--- config.mk ---
export PLATFORM = sky130hd
export DESIGN_NAME = bytelane_port
export DESIGN_NICKNAME = d
export VERILOG_FILES = /design/src/rtl/bytelane_pkg.sv /design/src/rtl/bytelane_inreg.sv /design/src/rtl/bytelane_array.sv /design/src/rtl/bytelane_outpath.sv /design/src/rtl/bytelane_port.sv
export SDC_FILE = /design/constraint.sdc
export NUM_CORES = 1
export LEC_CHECK = 0
export ABC_AREA = 1
export BUFFER_PORTS_ARGS = -buffer_cell sky130_fd_sc_hd__buf_2
export CORE_ASPECT_RATIO = 0.9
export CORE_MARGIN = 8
export CORE_UTILIZATION = 60
export CTS_CLUSTER_SIZE = 28
export DETAILED_ROUTE_END_ITERATION = 7
export GPL_TIMING_DRIVEN = 1
export PLACE_DENSITY = 0.77
export SLEW_MARGIN = 0
export SYNTH_ARGS = -nofsm -noshare
export SYNTH_HDL_FRONTEND = slang
export SYNTH_HIERARCHICAL = 1
export SYNTH_SLANG_ARGS = --single-unit
--- constraint.sdc ---
create_clock -name clk -period 2.01 [get_ports clk]
set_clock_uncertainty 0.15 [all_clocks]
set_input_delay 0.402 -clock clk [delete_from_list [all_inputs] [get_ports clk]]
set_output_delay 0.402 -clock clk [all_outputs]
set_load 0.05 [all_outputs]
--- src/rtl/bytelane_pkg.sv ---
package bytelane_pkg;

  typedef enum logic {
    OUT_FLOW = 1'b0,
    OUT_PIPE = 1'b1
  } outmode_e;

  // Port is live only with the low enable asserted and the high enable asserted.
  function automatic logic port_enabled(input logic en_lo_n, input logic en_hi);
    return (!en_lo_n) && en_hi;
  endfunction

  // One lane is written when a selected write targets it.
  function automatic logic lane_write(input logic sel, input logic rd, input logic bs_n);
    return sel && !rd && !bs_n;
  endfunction

  // One lane drives when a live read targets it and the output enable is low.
  function automatic logic lane_drive(input logic live, input logic bs_n, input logic oe_low_n);
    return live && !bs_n && !oe_low_n;
  endfunction

endpackage

--- src/rtl/bytelane_inreg.sv ---
module bytelane_inreg
  import bytelane_pkg::*;
#(
  parameter int N_LANES = 2,
  parameter int LANE_W  = 9,
  parameter int ADDR_W  = 4,
  localparam int DW     = N_LANES * LANE_W
) (
  input  logic               clk,
  input  logic               rst_n,
  input  logic               ce_lo_n,
  input  logic               ce_hi,
  input  logic               rd_wr,
  input  logic [N_LANES-1:0] bsel_n,
  input  logic [ADDR_W-1:0]  addr,
  input  logic [DW-1:0]      wdata,
  output logic               s1_sel,
  output logic               s1_rd,
  output logic [N_LANES-1:0] s1_bsel_n,
  output logic [ADDR_W-1:0]  s1_addr,
  output logic [DW-1:0]      s1_wdata,
  output logic               s2_sel,
  output logic               s2_rd
);

  // First stage: every control, address and data input.
  always_ff @(posedge clk) begin
    if (!rst_n) begin
      s1_sel    <= 1'b0;
      s1_rd     <= 1'b0;
      s1_bsel_n <= '1;
      s1_addr   <= '0;
      s1_wdata  <= '0;
    end else begin
      s1_sel    <= port_enabled(ce_lo_n, ce_hi);
      s1_rd     <= rd_wr;
      s1_bsel_n <= bsel_n;
      s1_addr   <= addr;
      s1_wdata  <= wdata;
    end
  end

  // Second stage: only the chip-enable state and direction are carried on.
  always_ff @(posedge clk) begin
    if (!rst_n) begin
      s2_sel <= 1'b0;
      s2_rd  <= 1'b0;
    end else begin
      s2_sel <= s1_sel;
      s2_rd  <= s1_rd;
    end
  end

endmodule

--- src/rtl/bytelane_array.sv ---
module bytelane_array #(
  parameter int N_LANES = 2,
  parameter int LANE_W  = 9,
  parameter int ADDR_W  = 4,
  localparam int DEPTH  = 1 << ADDR_W,
  localparam int DW     = N_LANES * LANE_W
) (
  input  logic               clk,
  input  logic               rst_n,
  input  logic [N_LANES-1:0] wr_stb,
  input  logic [ADDR_W-1:0]  wr_addr,
  input  logic [DW-1:0]      wr_word,
  input  logic [ADDR_W-1:0]  rd_addr,
  output logic [DW-1:0]      rd_word
);

  for (genvar l = 0; l < N_LANES; l++) begin : g_lane
    logic [LANE_W-1:0] cells [DEPTH];

    always_ff @(posedge clk) begin
      if (!rst_n) begin
        for (int i = 0; i < DEPTH; i++) cells[i] <= '0;
      end else if (wr_stb[l]) begin
        cells[wr_addr] <= wr_word[l*LANE_W +: LANE_W];
      end
    end

    assign rd_word[l*LANE_W +: LANE_W] = cells[rd_addr];
  end

endmodule

--- src/rtl/bytelane_outpath.sv ---
module bytelane_outpath
  import bytelane_pkg::*;
#(
  parameter int N_LANES = 2,
  parameter int LANE_W  = 9,
  localparam int DW     = N_LANES * LANE_W
) (
  input  logic               clk,
  input  logic               rst_n,
  input  logic               pipe_mode,
  input  logic               oe_n,
  input  logic               s1_sel,
  input  logic               s1_rd,
  input  logic               s2_sel,
  input  logic               s2_rd,
  input  logic [N_LANES-1:0] s1_bsel_n,
  input  logic [DW-1:0]      arr_word,
  output logic [DW-1:0]      rdata,
  output logic [N_LANES-1:0] drv_en,
  output logic               cap_en
);

  outmode_e          mode;
  logic [DW-1:0]     pipe_q;
  logic              live;

  assign mode   = outmode_e'(pipe_mode);
  assign cap_en = s1_sel && s1_rd;

  // The pipeline register only loads on a selected read.
  always_ff @(posedge clk) begin
    if (!rst_n) begin
      pipe_q <= '0;
    end else if (cap_en) begin
      pipe_q <= arr_word;
    end
  end

  // Chip-enable state seen by the drivers: one or two stages depending on mode.
  always_comb begin
    if (mode == OUT_PIPE) begin
      live  = s2_sel && s2_rd;
      rdata = pipe_q;
    end else begin
      live  = s1_sel && s1_rd;
      rdata = arr_word;
    end
  end

  // Lane selects are always taken from the first stage.
  for (genvar l = 0; l < N_LANES; l++) begin : g_drv
    assign drv_en[l] = lane_drive(live, s1_bsel_n[l], oe_n);
  end

endmodule

--- src/rtl/bytelane_port.sv ---
module bytelane_port
  import bytelane_pkg::*;
#(
  parameter int N_LANES = 2,
  parameter int LANE_W  = 9,
  parameter int ADDR_W  = 4,
  localparam int DW     = N_LANES * LANE_W
) (
  input  logic               clk,
  input  logic               rst_n,
  input  logic               pipe_mode,
  input  logic               ce_lo_n,
  input  logic               ce_hi,
  input  logic               rd_wr,
  input  logic [N_LANES-1:0] bsel_n,
  input  logic [ADDR_W-1:0]  addr,
  input  logic [DW-1:0]      wdata,
  input  logic               oe_n,
  output logic [N_LANES-1:0] wr_stb,
  output logic [DW-1:0]      rdata,
  output logic [N_LANES-1:0] drv_en
);

  logic               s1_sel;
  logic               s1_rd;
  logic [N_LANES-1:0] s1_bsel_n;
  logic [ADDR_W-1:0]  s1_addr;
  logic [DW-1:0]      s1_wdata;
  logic               s2_sel;
  logic               s2_rd;
  logic [DW-1:0]      arr_word;
  logic               cap_en;

  bytelane_inreg #(
    .N_LANES(N_LANES), .LANE_W(LANE_W), .ADDR_W(ADDR_W)
  ) u_inreg (
    .clk(clk), .rst_n(rst_n),
    .ce_lo_n(ce_lo_n), .ce_hi(ce_hi), .rd_wr(rd_wr),
    .bsel_n(bsel_n), .addr(addr), .wdata(wdata),
    .s1_sel(s1_sel), .s1_rd(s1_rd), .s1_bsel_n(s1_bsel_n),
    .s1_addr(s1_addr), .s1_wdata(s1_wdata),
    .s2_sel(s2_sel), .s2_rd(s2_rd)
  );

  for (genvar l = 0; l < N_LANES; l++) begin : g_wstb
    assign wr_stb[l] = lane_write(s1_sel, s1_rd, s1_bsel_n[l]);
  end

  bytelane_array #(
    .N_LANES(N_LANES), .LANE_W(LANE_W), .ADDR_W(ADDR_W)
  ) u_array (
    .clk(clk), .rst_n(rst_n),
    .wr_stb(wr_stb), .wr_addr(s1_addr), .wr_word(s1_wdata),
    .rd_addr(s1_addr), .rd_word(arr_word)
  );

  bytelane_outpath #(
    .N_LANES(N_LANES), .LANE_W(LANE_W)
  ) u_outpath (
    .clk(clk), .rst_n(rst_n),
    .pipe_mode(pipe_mode), .oe_n(oe_n),
    .s1_sel(s1_sel), .s1_rd(s1_rd),
    .s2_sel(s2_sel), .s2_rd(s2_rd),
    .s1_bsel_n(s1_bsel_n), .arr_word(arr_word),
    .rdata(rdata), .drv_en(drv_en), .cap_en(cap_en)
  );

endmodule


==> reports/summary.txt <==
Mapped cell area = 0.0158 mm^2
Via count = 13,700
Multi-input gate area = 0.00608 mm^2
TNS Setup = -13.88 ns
Startpoint type of the worst setup path = flop
Maximum number of pins on one net before global-route repair = 45
Class of the worst hold path = in -> reg
Tightest hold margin = 0.186 ns
Storage element area = 0.00958 mm^2
Launch point of the worst path = u_inreg/s1_addr[0]
Syn-to-layout area delta = 31.8%
Cell chosen for the clock root = sky130_fd_sc_hd__clkbuf_16
Ant diodes = 0
Estimated wirelength of the detail-placed design = 28,000 um
Slowest-stage cell, CP = sky130_fd_sc_hd__dfxtp_4
Post-layout nets = 2,030
Most frequent standard cell in the layout excluding fill and tap cells = sky130_fd_sc_hd__nand2_1
Crit Path Category = reg -> out
Violations in the final reports = negative setup slack
Total of buffers placed on input and output ports = 52
Crit-path cells = clkinv_8, clkbuf_16, buf_4, nand2_1, nand3_1, nand3_1, nand3_2, nand2_2, nand2_2, o21ai_4, buf_6
Global-route met3 utilization = 0.0466
Max Clk Rate = 357 MHz
Max Cap Viol = 0
DR pass1 iterations = 8
Data required time at the worst endpoint = 1.46 ns
GR peak layer = met2
Via count of the first global-routing pass = 12,700
Kind of end point of the critical path = output port
Dpl ws = -0.363 ns
Power density over the cells = 798 mW/mm^2
Worst stage delay on the critical path = 0.44 ns
Static power due to leakage = 9.11 nW
Startpoint of the most critical hold path = rst_n
Die Y-Extent = 170 um
Signal arrival time at the worst endpoint = 2.25 ns
Htree depth = 2
RSZ-0062 raised after global routing = true
Number of antenna-violating nets in the routed design = 0
Initial Util = 0.608
Clk buf depth = 3
Worst r2r src = u_inreg/s1_addr[0]
Fillcell total = 1,409
Clock transition at the register clock pins on the worst setup and hold paths after CTS = 0.06 ns
Yosys warning total = 6
Final Util = 0.801
Transition time at the pin with the least slew margin = 0.416 ns
Mean area per synthesized cell = 8.65 um^2
Post-synthesis cell count = 1,825
DR iter-0 viols = 1,932
Overflow after GRT = 0
Die outline area = 0.0318 mm^2
Core Box Area = 0.0260 mm^2
Highest-count cells in the layout ignoring fill and taps = 406 x sky130_fd_sc_hd__nand2_1, 325 x sky130_fd_sc_hd__nor2_1, 288 x sky130_fd_sc_hd__edfxtp_1, 284 x sky130_fd_sc_hd__inv_1, 152 x sky130_fd_sc_hd__nand3_2
Remaining max-slew budget at the tightest pin = 0.722
Number of DRC violations after detailed routing = 0
Clock buffers created by TritonCTS = 36
Final Worst Setup Slack = -0.791 ns
Fraction of final layout cells sized beyond drive strength 1 = 0.280
Setup slack of the worst register-to-register path = -0.69 ns
Pins over their slew limit = 0
Global-route met1 utilization = 0.347
Antenna violations before repair = 0
I/O pin cnt = 53
Worst reg2reg endpoint = u_outpath/pipe_q[17]
Global Route met2 Usage = 0.430
Max IR drop VDD = 0.717 mV
Overall track demand over capacity in global routing = 0.267
Final critical-path required period = 2.80 ns
Detail-routed net length per standard cell = 20.2 um
FF-to-FF path depth = 18
Share of the clock period used by the worst path after layout = 1.39
Endpoint of the worst setup timing path = rdata[12]
Synthesized net count = 1,856
Clock latency reported for the late side of the worst-skew pair = 0.53 ns
Die W = 187 um
Status = complete, but fails checks
Count of clock tree sinks = 334
Final-report hold violation count = 0
DR vias/cell = 5.77
Detailed Route WL = 48,100 um
Final RePlAce weighted congestion = 0.964
CP max FO = 8
Setup violations, final = 28
Number of placement rows = 56
CTS tree = built
Global-route wire length before repair = 66,800 um
per-stage QoR:
stage                     cell area, um^2  instances  total power, mW
after global routing                20800       2375             17.0
after detailed placement            17700       2252             9.47
after global placement              17700       2252             9.44
after floorplan                     16100       1825             8.85
after CTS                           19600       2359             16.2
final                               20800       2375             16.6
final cells by class:
| class | instances | area share |
|---|---|---|
| multi-input combinational | 1106 | 0.292 |
| clock inverter | 20 | 0.00866 |
| inverter | 293 | 0.0537 |
| timing repair buffer | 228 | 0.116 |
| clock buffer | 46 | 0.0485 |
| tap | 348 | 0.0209 |
| sequential | 334 | 0.460 |
timing repair:
item | CTS | global route
gates resized for setup | 89 | 231
setup endpoints to repair | 99 | 181
hold endpoints to repair | 26 | 0
cloned | 2 | 6
pin swaps | 10 | 88
hold buffers | 27 | 0
buffers inserted | 12 | 11
worst max-delay path: cells and delay by family, from the launching register on:
kind	cells	cell delay [ns]
flops	1	0.44
compound gates	1	0.08
buf+inv	4	0.63
simple gates	6	0.58
where the power goes:
part	total, mW	internal, mW	switching, mW
sequential	7.75	7.68	0.0692
combinational	2.16	0.771	1.39
clock	6.69	3.95	2.74
total	16.6	12.4	4.19
worst min path at each step:
stage	to	slack (ns)	depth (start not counted)
after floorplan	u_inreg/s2_sel	0.28	2
after global placement	u_inreg/s2_rd	0.29	2
after detailed placement	u_inreg/s2_sel	0.29	2
after CTS	u_inreg/s1_bsel_n[0]	0.19	3
after global routing	u_inreg/s1_bsel_n[0]	0.20	3
final	u_inreg/s1_bsel_n[0]	0.19	3
state kept, by name, indices dropped and copies added, names as in the netlist:
name and cells:
u_inreg/s2_sel 1, u_inreg/s1_rd 1, u_inreg/s1_addr 4, u_inreg/s2_rd 1, u_array/g_lane.cells 288, u_inreg/s1_bsel_n 2, u_outpath/pipe_q 18, u_inreg/s1_wdata 18
u_inreg/s1_sel 1
per-layer routing:
| layer | wire length (um) | share of wire | vias to the layer above |
|---|---|---|---|
| met5 | 0 | 0 | - |
| met1 | 16900 | 0.35 | 6433 |
| met2 | 22900 | 0.48 | 1019 |
| met3 | 5700 | 0.12 | 214 |
| met4 | 2580 | 0.054 | 0 |
| li1 | - | - | 6048 |
(Power assumes the default switching activity.)
